==> src/rtl/burst_gate_pkg.sv <==
package burst_gate_pkg;
  typedef enum logic {
    GATE_SHUT = 1'b0,
    GATE_PASS = 1'b1
  } gate_state_e;
endpackage

==> src/rtl/burst_window.sv <==
module burst_window #(
  parameter int WIN = 16,
  parameter int CW  = $clog2(WIN + 1)
) (
  input  logic          clk,
  input  logic          rst_n,
  input  logic          evt_i,
  output logic [CW-1:0] cnt_now_o
);
  logic [WIN-1:0] win_q, win_d;
  logic [CW-1:0]  cnt_q, cnt_d;
  logic           en;

  // slide the window one slot; count = old count + new flag - expiring flag
  always_comb begin
    win_d = {win_q[WIN-2:0], evt_i};
    cnt_d = cnt_q + CW'(evt_i) - CW'(win_q[WIN-1]);
    en    = evt_i | (cnt_q != '0);
  end

  always_ff @(posedge clk or negedge rst_n) begin
    if (!rst_n) begin
      win_q <= '0;
      cnt_q <= '0;
    end else if (en) begin
      win_q <= win_d;
      cnt_q <= cnt_d;
    end
  end

  assign cnt_now_o = cnt_d;

  a_r2_count_tracks_window: assert property (@(posedge clk) disable iff (!rst_n)
    cnt_q == CW'($countones(win_q)));
  a_r2_no_overflow: assert property (@(posedge clk) disable iff (!rst_n)
    cnt_q <= CW'(WIN));
endmodule

==> src/rtl/burst_hyst.sv <==
module burst_hyst
  import burst_gate_pkg::*;
#(
  parameter int WIN      = 16,
  parameter int TH_OPEN  = 3,
  parameter int TH_CLOSE = 1,
  parameter int CW       = $clog2(WIN + 1)
) (
  input  logic          clk,
  input  logic          rst_n,
  input  logic [CW-1:0] cnt_i,
  output logic          open_o
);
  localparam logic [CW-1:0] OPEN_C  = CW'(TH_OPEN);
  localparam logic [CW-1:0] CLOSE_C = CW'(TH_CLOSE);

  gate_state_e st_q, st_d;

  always_comb begin
    st_d = st_q;
    unique case (st_q)
      GATE_SHUT: if (cnt_i >= OPEN_C)  st_d = GATE_PASS;
      GATE_PASS: if (cnt_i <  CLOSE_C) st_d = GATE_SHUT;
      default:   st_d = GATE_SHUT;
    endcase
  end

  always_ff @(posedge clk or negedge rst_n) begin
    if (!rst_n) st_q <= GATE_SHUT;
    else        st_q <= st_d;
  end

  assign open_o = (st_q == GATE_PASS);

  a_r3_open_needs_threshold: assert property (@(posedge clk) disable iff (!rst_n)
    $rose(open_o) |-> $past(cnt_i) >= OPEN_C);
  a_r4_hold_while_active: assert property (@(posedge clk) disable iff (!rst_n)
    (open_o && cnt_i >= CLOSE_C) |=> open_o);
  a_r5_close_when_empty: assert property (@(posedge clk) disable iff (!rst_n)
    (open_o && cnt_i == '0) |=> !open_o);
  a_r8_stay_shut_below: assert property (@(posedge clk) disable iff (!rst_n)
    (!open_o && cnt_i < OPEN_C) |=> !open_o);
endmodule

==> src/rtl/burst_pass.sv <==
module burst_pass #(
  parameter int DW = 32
) (
  input  logic          clk,
  input  logic          rst_n,
  input  logic          open_i,
  input  logic          in_valid,
  input  logic [DW-1:0] in_data,
  output logic          in_ready,
  output logic          out_valid,
  output logic [DW-1:0] out_data,
  input  logic          out_ready
);
  always_comb begin
    out_valid = in_valid & open_i;
    out_data  = in_data;
    in_ready  = open_i ? out_ready : 1'b1;
  end

  a_r6_block_when_shut: assert property (@(posedge clk) disable iff (!rst_n)
    !open_i |-> (!out_valid && in_ready));
  a_r7_follow_when_open: assert property (@(posedge clk) disable iff (!rst_n)
    open_i |-> (out_valid == in_valid && in_ready == out_ready));
endmodule

==> src/rtl/burst_gate.sv <==
module burst_gate #(
  parameter int WIN      = 16,
  parameter int TH_OPEN  = 3,
  parameter int TH_CLOSE = 1,
  parameter int DW       = 32
) (
  input  logic          clk,
  input  logic          rst_n,
  input  logic          evt_i,
  input  logic          in_valid,
  input  logic [DW-1:0] in_data,
  output logic          in_ready,
  output logic          out_valid,
  output logic [DW-1:0] out_data,
  input  logic          out_ready,
  output logic          gate_open
);
  localparam int CW = $clog2(WIN + 1);

  logic [1:0]    rst_sync_q;
  logic          rst_int_n;
  logic [CW-1:0] cnt_now;

  // asynchronous assertion, synchronous release
  always_ff @(posedge clk or negedge rst_n) begin
    if (!rst_n) rst_sync_q <= 2'b00;
    else        rst_sync_q <= {rst_sync_q[0], 1'b1};
  end
  assign rst_int_n = rst_sync_q[1];

  burst_window #(.WIN(WIN), .CW(CW)) u_window (
    .clk(clk), .rst_n(rst_int_n), .evt_i(evt_i), .cnt_now_o(cnt_now)
  );

  burst_hyst #(.WIN(WIN), .TH_OPEN(TH_OPEN), .TH_CLOSE(TH_CLOSE), .CW(CW)) u_hyst (
    .clk(clk), .rst_n(rst_int_n), .cnt_i(cnt_now), .open_o(gate_open)
  );

  burst_pass #(.DW(DW)) u_pass (
    .clk(clk), .rst_n(rst_int_n), .open_i(gate_open),
    .in_valid(in_valid), .in_data(in_data), .in_ready(in_ready),
    .out_valid(out_valid), .out_data(out_data), .out_ready(out_ready)
  );

  a_r1_reset_closes: assert property (@(posedge clk)
    !rst_int_n |-> (!gate_open && !out_valid));
endmodule

==> config.mk <==
export PLATFORM = sky130hd
export DESIGN_NAME = burst_gate
export DESIGN_NICKNAME = d
export VERILOG_FILES = /design/src/rtl/burst_gate_pkg.sv /design/src/rtl/burst_window.sv /design/src/rtl/burst_hyst.sv /design/src/rtl/burst_pass.sv /design/src/rtl/burst_gate.sv
export SDC_FILE = /design/constraint.sdc
export NUM_CORES = 1
export LEC_CHECK = 0
export ABC_CLOCK_PERIOD_IN_PS = 800
export CORE_AREA = 2 2 66 68
export DETAILED_ROUTE_END_ITERATION = 8
export DIE_AREA = 0 0 68 70
export DONT_BUFFER_PORTS = 1
export HOLD_SLACK_MARGIN = 0.1
export PLACE_DENSITY_LB_ADDON = 0.1
export RECOVER_POWER = 50
export SYNTH_ARGS = -nofsm -noshare
export SYNTH_HDL_FRONTEND = slang
export SYNTH_SLANG_ARGS = --single-unit
export TNS_END_PERCENT = 50
==> constraint.sdc <==
create_clock -name clk -period 0.8 [get_ports clk]
set_input_delay 0.12 -clock clk [delete_from_list [all_inputs] [get_ports clk]]
set_output_delay 0.12 -clock clk [all_outputs]
set_load 0.05 [all_outputs]
; ---- After elaboration in Yosys (flattened, before gate mapping)
; Cells that the tools add are included.
[totals]
out_inout_bits = 35
n_memories = 0
ramBits = 0
inputBits = 37
rom_bits = 0
wordCells = 16
reg_bits = 24
latch_bits = 0
[classes]
mux = 4
mul = 0
div = 0
n_bitwise = 3
eq_ne = 0
n_addsub = 2
magnitude_cmp = 2
shift = 0
reduce_logical = 1
[op_table]
columns = op, n
row1 = 5-bit by 1-bit adder with 5-bit output, 1
row2 = 5-bit by 2-bit greater-or-equal comparator with 1-bit output (second input constant), 1
row3 = 5-bit by 1-bit less-than comparator with 1-bit output (second input constant), 1
row4 = 5-bit nonzero test, 1
row5 = 5-bit by 1-bit subtractor with 5-bit output, 1
row6 = 1-bit 2-to-1 mux, 3
row7 = 1-bit one-hot mux with 2 select lines, 1
row8 = 1-bit bitwise AND, 1
row9 = 1-bit NOT, 1
row10 = 1-bit bitwise OR, 1

; ---- Depth between registers and ports, before layout
; Gate-level depths: netlist (run 1).
[depth]
ltp_word = 5
depth_mapped = 8
ltp_nobuf = 8

; ---- By module
; A second synthesis (run 1) with hierarchy kept.
[hier_totals]
hier_cells = 114
hier_area_um2 = 1407.6
[modules_own_cells]
columns = module, cells_each, n_inst, area_per_inst_um2, seq_area_each_um2
row1 = burst_window, 74, 1, 1057.3, 525.5
row2 = burst_pass, 34, 1, 252.7, 0.0
row3 = burst_gate, 3, 1, 53.8, 50.0
row4 = burst_hyst, 3, 1, 43.8, 25.0

; ---- Worst setup path after synthesis (run 1)
; No wires, ideal clock.
[synth_timing]
path_kind = reg-to-reg
startpoint = reg u_window.cnt_q[0]
endpoint = reg u_hyst.st_q, in the netlist u_hyst.open_o
path_buffers = 0
t_required_ns = 0.658
stages_incl_launch_ff = 9
setup_ns = 0.142
path_slack_ns = -1.202
period_less_slack_ns = 2.002
arrival_time_ns = 1.860
cell_sequence = dfrtp_1 > inv_1 > ha_1 > inv_1 > ha_1 > fa_1 > maj3_1 > nor2_1 > o2111ai_1
[synth_between]
elab_chain_len = 5
word_cells_on_any_way = 7
classes_between = 2 x add/sub / 2 x order compare / 3 x mux
[synth_lines]
columns = item, line
row1 = start: declaration, burst_window.sv:11  ; logic [CW-1:0] cnt_q, cnt_d;
row2 = start signal: assignment, burst_window.sv:27  ; cnt_q <= cnt_d;
row3 = 5-bit by 1-bit adder with 5-bit output *, burst_window.sv:17  ; cnt_d = cnt_q + CW'(evt_i) - CW'(win_q[WIN-1]);
row4 = 5-bit by 1-bit subtractor with 5-bit output *, burst_window.sv:17
row5 = via cnt_now[1], burst_gate.sv:22  ; logic [CW-1:0] cnt_now;
row6 = 5-bit by 1-bit less-than comparator with 1-bit output or 5-bit by 2-bit greater-or-equal comparator with 1-bit output (tied branches), "burst_hyst.sv:23, burst_hyst.sv:22"
row7 = "1-bit 2-to-1 mux, on equally long branches", "burst_hyst.sv:23, burst_hyst.sv:22"
row8 = 1-bit one-hot mux with 2 select lines *, burst_hyst.sv:21  ; unique case (st_q)
row9 = via u_hyst.st_d, burst_hyst.sv:17  ; gate_state_e st_q, st_d;
row10 = end signal: assignment, burst_hyst.sv:30  ; else st_q <= st_d;
row11 = end: declaration, burst_hyst.sv:17
; The timed path passes the listed nets; every way through them passes the cells marked *.
; A chain may end at the register's enable or synchronous reset.

; ---- Worst setup path after layout (run 1)
; Same ends and word-level chain as after synthesis.

==> results of run 1 <==
[per-stage QoR]
stage | setup WS (ns) | power [mW]
after floorplan | -1.15 | 4.20
final | -1.18 | 6.10
after detailed placement | -1.19 | 4.65
after CTS | -1.19 | 5.80
after global routing | -1.30 | 6.67
after global placement | -1.13 | 4.65
[worst max-delay path: stages (launching register included)]
cell,delay [ns]
dfrtp_1,0.35
inv_1,0.04
ha_1,0.29
inv_1,0.06
ha_2,0.18
fa_2,0.44
maj3_2,0.30
nor2_1,0.09
o2111ai_1,0.10
[logic make-up after synthesis]
kind of cell,share of synthesized area (%)
other,0.271
adder cells (fa/ha/maj),7.60
multiplexers,14.9
XOR/XNOR,1.27
buffers and inverters,20.1
AO/OA/AOI/OAI,2.99
AND/OR/NAND/NOR,9.41
flip-flops,43.4
[registers in the layout, indices dropped and copies added, names as in the netlist]
| register | flops |
|---|---|
| u_window.win_q | 16 |
| u_window.cnt_q | 5 |
| u_hyst.open_o | 1 |
| rst_sync_q | 2 |
[worst paths after layout]
path,from,to,slack (ns),cells after the start
min in group asynchronous,rst_sync_q[1],u_window.win_q[12],0.18,1
min,evt_i,u_window.win_q[10],0.09,2
max in group asynchronous,rst_n,rst_sync_q[1],0.08,2
max,u_window.cnt_q[0],u_hyst.open_o,-1.18,8
max reg2reg,u_window.cnt_q[0],u_hyst.open_o,-1.18,8
min reg2reg,rst_sync_q[1],u_window.win_q[12],0.18,1
[final cells by class]
| cell class | instances | share of cell area [%] |
|---|---|---|
| sequential | 24 | 37.4 |
| multi-input combinational | 49 | 35.9 |
| tap | 52 | 4.05 |
| inverter | 7 | 1.64 |
| timing repair buffer | 26 | 17.6 |
| clock buffer | 4 | 3.43 |
[power breakdown]
| group | switching (mW) | leakage [nW] | total, mW | internal, mW |
|---|---|---|---|---|
| clock | 0.367 | 0.0288 | 0.806 | 0.439 |
| sequential | 0.243 | 0.276 | 1.92 | 1.68 |
| combinational | 1.36 | 0.463 | 3.38 | 2.02 |
[routing by layer]
| layer | track usage, % | vias to the layer above | wire [um] |
|---|---|---|---|
| met5 | 0 | - | 0 |
| met4 | 4.00 | 0 | 35 |
| met3 | 3.22 | 8 | 188 |
| met2 | 14.3 | 29 | 1000 |
| met1 | 15.9 | 360 | 1050 |
| li1 | - | 341 | - |
[cell usage in the layout (no fill, tap or decap), drive strengths merged]
| master | n |
|---|---|
| o2111ai | 1 |
| nor4b | 1 |
| a21o | 2 |
| clkbuf | 4 |
| and2 | 3 |
| ha | 6 |
| nor3 | 1 |
| or3 | 1 |
| conb | 1 |
| dfrtp | 24 |
| xor2 | 2 |
| mux2 | 16 |
| o21ai | 1 |
| maj3 | 1 |
| nor4 | 1 |
| nand3b | 2 |
| a31oi | 2 |
| buf | 23 |
| dlygate4sd3 | 3 |
| and3 | 1 |
| fa | 1 |
| and4 | 1 |
| nand2b | 3 |
| inv | 7 |
| nor2 | 2 |
[what timing repair did]
action / in CTS / in global routing
pin swaps: 5 / 9
hold endpoints to repair: 3 / 1
resized for setup: 15 / 10
gates cloned: 1 / 0
endpoints found under the setup margin: 25 / 25
setup buffers: 3 / 2
==> impl_metrics.csv, run 1 <==
group,metric,value,unit
yosys,synth_ff_type,"dfrtp_1",
timing,worst_slack,-1.18,ns
final_layout,multi_input_area,576,um2
yosys,syn_area,0.00138,mm2
clocking,tritoncts,"built",
route,vias,738,
floorplanning,die_x,68,um
yosys,ys_async_sr_fraction,100,%
timing,rsz0062_at_grt,"yes",
power_and_ir_drop,peakVddDrop,1590,uV
flow_run,max_cap_viol_count,0,
run_status,outcome,"finished with violations",
yosys,ys_seq_area_share,43.4,%
final_layout,design_area,0.00161,mm2
placed_design,dpl_cell_area,0.00136,mm2
setup_path,end_kind,"flop",
global_route,grt_antenna_before_repair,0,
clocking,hold_buffers,3,
route,wl_per_cell,14.1,um
setup_path,critPathKind,"flop to flop",
timing,finalCriticalPeriod,1.98,ns
yosys,synth_edf_count,0,
route,wl,2280,um
yosys,syn_nets,157,
final_layout,regArea,601,um2
floorplanning,die_h,70,um
final_layout,final_layout_size_suffix_gt1_share,55.5,%
power_and_ir_drop,power_density,3800,mW/mm2
global_route,grt_pass1_vias,769,
yosys,netlist_instances,113,
timing,whs,0.0935,ns
final_layout,syn2layout_area_growth,16.1,%
timing,post-route-period-util,248,%
min_path,hp-class,"primary input to flop",
clocking,cts_root_buf,"clkbuf_8",
timing,finalSetupViolCount,25,
floorplanning,start_util,33.4,%
clocking,cts_buffers,3,
floorplanning,io_pins,72,
yosys,yosys_warnings,0,
clocking,htree_levels,1,
route,vias_per_cell,4.56,
yosys,yosysMostFrequentCell,"buf_4",
global_route,grt_use_total,10.7,%
placed_design,dpl.hpwl,1730,um
setup_path,arrival,2.11,ns
placed_design,io_buffers,0,
global_route,grt_pass1_wl,3880,um
route,drt_pre_antenna_iters,4,
yosys,synthTopCellsByCount,"32 x buf_4, 24 x dfrtp_1, 9 x mux2_2",
yosys,ys_ff_latch,24,
clocking,insertion_delay,0.26,ns
yosys,ys_types,28,
setup_path,critPathMaxFanout,2,
power_and_ir_drop,leakagePower,0.768,nW
yosys,yosys.area.top_type_share,43.4,%
floorplanning,core-area,0.00414,mm2
timing,fmax,0.504,GHz
clocking,cts.path.max_buffers,2,
route,drc_errors,0,
timing,tns,-16.98,ns
timing,clock_skew,0.00492,ns
setup_path,startpoint_type,"flop",
global_route,grt_max_degree,14,
timing,hold_viol,0,
global_route,grt_overflow_total,0,
placed_design,routabilityCongestion,0.786,
yosys,synth_area_leaders,"dfrtp_1 43%, buf_4 17%, mux2_4 7.6%",
yosys,postSynthAreaPerCell,12.2,um2
floorplanning,die-area,0.00476,mm2
clocking,clk_pin_slew,0.08,ns
final_layout,fillers,409,
floorplanning,core.rowCount,24,
route,first_iter_violations,14,
final_layout,final_cells,162,
placed_design,dp_cells,150,
final_layout,final_nets,155,
yosys,synth_area_leader_cell,"dfrtp_1",
timing,slew_violations,0,
setup_path,critPathRequiredTime,0.93,ns
final_layout,postLayoutCoreUtil,38.7,%
run_status,failed_checks,"setup timing",
final_layout,antenna_cells,0,
route,antenna_left,0,
clocking,clock_sinks,24,
(Power assumes the default switching activity.)
==> run 2: changes to the inputs <==
Settings changed: ABC_AREA set to 1, CORE_AREA 2 2 66 68 to 2 2 68 70, DIE_AREA 0 0 68 70 to 0 0 70 72.
==> run 2 against run 1 <==
Highest routed layer unchanged. Clock power increased by 30%. Area after synthesis up 5.7%. Register-to-register slack better by 0.19 ns. Critical path type unchanged. Critical path depth unchanged. Power grew 34%. Via count rose by 28%. Die area up 5.9%. The flow still finishes with violations (setup timing). Routed wire length is 25% higher. Global-route usage increased by 1.4 points. Critical endpoint is now u_window.cnt_q[1]. Non-clock buffer count is 2 higher. First-iteration DRC count unchanged. Count of clock-buffer cells in the layout fell by 1.
==> impl_metrics.csv, run 2 <==
group,metric,value,unit
run_status,outcome,"finished with violations",
run_status,failed_checks,"setup timing",
global_route,grt_overflow_total,0,
timing,post-route-period-util,224,%
final_layout,final_common_cell,"dfrtp_1",
final_layout,largest_reg_flops,16,
final_layout,final_nets,205,
route,vias,941,
route,routed-wl-met3,176,um
floorplanning,die-area,0.00504,mm2
power_and_ir_drop,power_density,4430,mW/mm2
setup_path,startpoint_type,"flop",
yosys,synth_area_leader_cell,"dfrtp_1",
setup_path,cp_slowest_cell,"fa_2",
yosys,ys_types,22,
clocking,htree_levels,1,
setup_path,arrival,1.99,ns
route,first_iter_violations,14,
yosys,synth_edf_count,0,
timing,worst_slack,-0.991,ns
yosys,syn_nets,204,
floorplanning,io_pins,72,
placed_design,io_buffers,0,
route,wl_met2,1320,um
yosys,netlist_instances,160,
route,wl_met1,1250,um
floorplanning,die_h,72,um
timing,fmax,0.558,GHz
yosys,synth_ff_type,"dfrtp_1",
clocking,cts.path.max_buffers,2,
yosys,synth_top_family_by_area,"buffers and inverters",
power_and_ir_drop,leakagePower,0.884,nW
route,vias_per_cell,4.44,
final_layout,regMostFlops,"u_window.win_q",
flow_run,max_cap_viol_count,0,
yosys,ys_seq_area_share,41.1,%
timing,finalCriticalPeriod,1.79,ns
clocking,cts_buffers,3,
setup_path,reg2reg_setup_slack,-0.99,ns
route,drc_errors,0,
clocking,insertion_delay,0.27,ns
yosys,synthAdderAreaFrac,6.51,%
yosys,synth_compound_gate_area_share,8.99,%
yosys,postSynthAreaPerCell,9.13,um2
route,wl_per_cell,13.4,um
floorplanning,core.rowCount,24,
clocking,cts_root_buf,"clkbuf_8",
setup_path,end_kind,"flop",
yosys,synth_xor_area_share,0.599,%
final_layout,final_layout_size_suffix_gt1_share,58.1,%
yosys,synth_area_leaders,"dfrtp_1 41%, buf_4 16%, nand2_1 6.4%",
setup_path,critPathMaxStageDelay,0.55,ns
final_layout,fillers,428,
min_path,hp-class,"flop to asynchronous set/reset pin",
global_route,grt_max_degree,19,
final_layout,biggestRegsByFlops,"u_window.win_q x16, u_window.cnt_q x5, rst_sync_q x2",
final_layout,design_area,0.00184,mm2
yosys,yosysMostFrequentCell,"buf_4",
placed_design,dpl.hpwl,1820,um
setup_path,critPathMaxFanout,3,
timing,clock_skew,0.00581,ns
yosys,ys_ff_latch,24,
clocking,clock_sinks,24,
setup_path,cp_top_family,"adder cells",
final_layout,syn2layout_area_growth,26.1,%
timing,finalSetupViolCount,25,
global_route,grt_antenna_before_repair,0,
final_layout,mostFrequentLayoutCells,"24 x dfrtp_1, 19 x nand2_2, 16 x inv_1, 16 x buf_4, 13 x o21ai_2",
yosys,synthMuxAreaShare,0,%
global_route,grt_use_total,12.0,%
floorplanning,start_util,34.3,%
yosys,yosys.area.top_type_share,41.1,%
timing,slew_violations,0,
clocking,tritoncts,"built",
final_layout,postLayoutCoreUtil,43.2,%
route,drt_pre_antenna_iters,4,
route,top_layer,"met4",
yosys,yosys_warnings,0,
power_and_ir_drop,peakVddDrop,2080,uV
setup_path,worst-path-buf-inv,4,
floorplanning,core-area,0.00426,mm2
yosys,synth-simple-area-share,15.8,%
setup_path,critPathKind,"flop to flop",
timing,hold_viol,0,
global_route,grt_pass1_wl,4850,um
route,wl,2840,um
placed_design,dpl_cell_area,0.00148,mm2
setup_path,crit_chain,"ha_4 > inv_2 > ha_4 > fa_2 > buf_4 > buf_6 > inv_2 > nor2_1",
final_layout,antenna_cells,0,
global_route,grt_pass1_vias,1030,
clocking,clk_pin_slew,0.09,ns
timing,rsz0062_at_grt,"yes",
setup_path,critPathRequiredTime,1.00,ns
placed_design,routabilityCongestion,0.773,
route,antenna_left,0,
yosys,synthTopCellsByCount,"32 x buf_4, 25 x nand2_1, 24 x dfrtp_1, 24 x inv_1, 9 x o21ai_2",
yosys,ys_async_sr_fraction,100,%
yosys,syn_area,0.00146,mm2
floorplanning,die_x,70,um
power_and_ir_drop,total_power,8.17,mW
## run 2: changes by cell type after synthesis, moves of 8 or more
cell / change
o21ai_2: +9
mux2_2: -9
inv_1: +17
nand2_1: +25
nand2_2: +8
## run 2: cell type report
class / count / area [um2] / area share (%)
Clock inverter: 1 / 30.0 / 1.63
Multi-Input combinational cell: 76 / 651 / 35.3
Inverter: 25 / 106 / 5.77
Tap cell: 52 / 65.1 / 3.53
Timing Repair inverter: 3 / 48.8 / 2.65
Clock buffer: 3 / 41.3 / 2.24
Sequential cell: 24 / 601 / 32.6
Timing Repair Buffer: 28 / 300 / 16.3
## run 2: worst paths after layout
path,startpoint,end,cells after the start
hold reg to reg,rst_sync_q[1],u_window.cnt_q[3],0
setup / recovery,u_window.win_q[15],u_window.cnt_q[1],8
hold / removal,rst_sync_q[1],u_window.cnt_q[3],0
max in group asynchronous,rst_n,rst_sync_q[1],2
min in group clk,evt_i,u_window.cnt_q[0],3
setup reg to reg,u_window.win_q[15],u_window.cnt_q[1],8
## run 2: logic make-up (layout without fill, tap and decap cells)
logic type | count (synthesis) | after routing
buf+inv | 60 | 60
simple gates | 48 | 48
flops | 24 | 24
compound gates | 19 | 19
fa+ha+maj | 7 | 7
other cells | 1 | 1
xor+xnor | 1 | 1
## run 2: timing repair
item	in CTS	in global routing
endpoints found under the hold margin	3	0
setup endpoints to repair	25	25
cloned	3	1
gates resized for setup	19	23
buffers inserted	5	3
pin swaps	11	13
hold buffers	3	0
## run 2: report_power, final
part	switching (mW)	total [mW]	leakage [nW]	internal, mW
Sequential	0.308	2.00	0.278	1.70
Combinational	2.47	5.11	0.570	2.64
Clock	0.384	1.05	0.0357	0.669
## run 2: per-stage QoR
stage | instances | hold WS, ns | worst slack [ns] | setup TNS [ns]
floorplan | 160 | -0.176 | -0.928 | -11.68
global placement | 195 | -0.176 | -0.950 | -13.04
detailed placement | 195 | -0.176 | -0.992 | -13.19
CTS | 210 | 0.125 | -0.990 | -13.54
global route | 212 | 0.140 | -1.14 | -15.81
finish | 212 | 0.119 | -0.991 | -13.98
## run 2: layer usage
| layer | GRT usage (%) | vias up |
|---|---|---|
| li1 | - | 454 |
| met1 | 14.6 | 435 |
| met2 | 20.1 | 29 |
| met3 | 3.19 | 23 |
| met4 | 5.56 | 0 |
| met5 | 0 | - |
==> run 3: changes to the inputs <==
Settings changed: CORE_AREA 2 2 68 70 to 2 2 58 60, DIE_AREA 0 0 70 72 to 0 0 60 62.
==> run 3 against run 2 <==
The flow still finishes with violations (setup timing). Routed wire length down 4.6%. Largest cell class unchanged. Worst setup slack worse by 0.0067 ns. Count of clock-buffer cells in the layout unchanged. Power down 13%. Clock power down 51%. Cell area down 5.2%. Combinational power down 9.6%. Via count down 0.21%. Global-route usage up 3.7 points. First-iteration DRC count down 29%. Largest power group unchanged. Die area down 26%.
==> impl_metrics.csv, run 3 (synthesized netlist as in run 2, its figures left out) <==
group,metric,value,unit
timing,post-route-period-util,225,%
route,drc_errors,0,
placed_design,routabilityCongestion,0.787,
clocking,cts.path.max_buffers,2,
setup_path,crit_chain,"ha_4 > inv_2 > ha_4 > fa_2 > nand2_1 > nand2_1 > o21ai_1 > nand2_1 > inv_1 > nand3_1",
clocking,insertion_delay,0.31,ns
final_layout,regMostFlops,"u_window.win_q",
route,drt_pre_antenna_iters,4,
route,wl_per_cell,13.4,um
placed_design,place_ws,-0.991,ns
timing,clock_skew,0.00451,ns
final_layout,final_nets,202,
setup_path,critPathKind,"flop to flop",
global_route,use_met3,5.18,%
setup_path,crit_path_frequent_cell,"nand2_1",
final_layout,regArea,601,um2
final_layout,fillers,295,
global_route,grt_use_met1,19.9,%
floorplanning,start_util,46.0,%
global_route,grt_pass1_vias,928,
final_layout,syn2layout_area_growth,19.5,%
setup_path,end_kind,"flop",
setup_path,cp_slowest_cell,"fa_2",
setup_path,worst-path-buf-inv,2,
timing,worst_slack,-0.998,ns
route,vias_per_cell,4.65,
final_layout,mostFrequentLayoutCells,"24 x dfrtp_1, 17 x inv_1, 14 x nand2_1, 14 x o21ai_2, 14 x buf_4",
timing,finalSetupViolCount,25,
power_and_ir_drop,power_density,4090,mW/mm2
global_route,grt_pass1_wl,4300,um
floorplanning,die_x,60,um
setup_path,critPathMaxFanout,3,
floorplanning,die_h,62,um
route,wl,2710,um
timing,fmax,0.556,GHz
final_layout,postLayoutCoreUtil,54.9,%
setup_path,cp_top_family,"adder cells",
placed_design,dpl.hpwl,1890,um
timing,rsz0062_at_grt,"yes",
timing,slew_violations,0,
final_layout,final_layout_size_suffix_gt1_share,54.5,%
power_and_ir_drop,peakVddDrop,1810,uV
min_path,hp-class,"primary input to flop",
route,antenna_left,0,
route,first_iter_violations,10,
run_status,outcome,"finished with violations",
floorplanning,io_pins,72,
setup_path,startpoint_type,"flop",
floorplanning,die-area,0.00372,mm2
clocking,cts_root_buf,"clkbuf_4",
setup_path,critPathRequiredTime,1.06,ns
placed_design,io_buffers,0,
route,vias,939,
global_route,top_usage_layer,"met2",
floorplanning,core-area,0.00318,mm2
global_route,grt_max_degree,23,
global_route,grt_use_total,15.7,%
final_layout,largest_reg_flops,16,
final_layout,multi_input_area,659,um2
global_route,grt_antenna_before_repair,0,
final_layout,final_common_cell,"dfrtp_1",
global_route,grt_overflow_total,0,
final_layout,antenna_cells,0,
flow_run,max_cap_viol_count,0,
power_and_ir_drop,total_power,7.15,mW
timing,whs,0.146,ns
run_status,failed_checks,"setup timing",
timing,finalCriticalPeriod,1.80,ns
clocking,cts_buffers,3,
power_and_ir_drop,leakagePower,0.885,nW
timing,hold_viol,0,
floorplanning,core.rowCount,21,
clocking,clock_sinks,24,
setup_path,arrival,2.05,ns
clocking,tritoncts,"built",
clocking,clk_pin_slew,0.12,ns
global_route,use_met2,25.5,%
timing,tns,-14.07,ns
setup_path,critPathMaxStageDelay,0.55,ns
final_layout,biggestRegsByFlops,"u_window.win_q x16, u_window.cnt_q x5, rst_sync_q x2",
clocking,htree_levels,1,
## run 3: worst paths after layout
check / start / end / slack [ns] / cells after the start
hold / removal: evt_i / u_window.win_q[14] / 0.15 / 4
setup reg to reg: u_window.win_q[15] / u_hyst.open_o / -1.0 / 10
hold reg to reg: rst_sync_q[1] / u_window.cnt_q[2] / 0.21 / 1
setup / recovery: u_window.win_q[15] / u_hyst.open_o / -1.0 / 10
max in group asynchronous: rst_n / rst_sync_q[0] / 0.14 / 2
min in group asynchronous: rst_sync_q[1] / u_window.cnt_q[2] / 0.21 / 1
## run 3: cell type report
class                           instances  area share, %
Timing Repair inverter                  3           2.79
Inverter                               25           6.09
Timing Repair Buffer                   25           14.4
Clock buffer                            3           1.29
Tap cell                               46           3.30
Multi-Input combinational cell         76           37.8
Sequential cell                        24           34.4
## run 3: repair_timing
| action | CTS | global route |
|---|---|---|
| gates cloned | 4 | 0 |
| hold buffers | 3 | 0 |
| setup buffers | 3 | 1 |
| hold endpoints to repair | 4 | 0 |
| gates resized for setup | 26 | 14 |
| endpoints found under the setup margin | 25 | 25 |
| pin swaps | 6 | 4 |
## run 3: metal layers
| metal | vias to the layer above | wire, um |
|---|---|---|
| met5 | - | 0 |
| met4 | 0 | 43 |
| met3 | 7 | 234 |
| met2 | 37 | 1310 |
| met1 | 442 | 1120 |
| li1 | 453 | - |
## run 3: where the power goes
part           internal (mW)  switching (mW)  leakage, nW
logic                   2.29            2.33        0.593
clock network          0.176           0.335       0.0138
registers               1.69           0.325        0.278
## run 3: tightest hold or removal path, cell delays in order
cell     delay (ns)
nor2_4         0.02
nand3_4        0.11
buf_6          0.13
o21ai_2        0.05
## run 3: per-stage QoR
step	area, um2	cells
floorplan	1550	160
global placement	1470	188
detailed placement	1470	188
CTS	1690	201
global route	1750	202
finish	1750	202
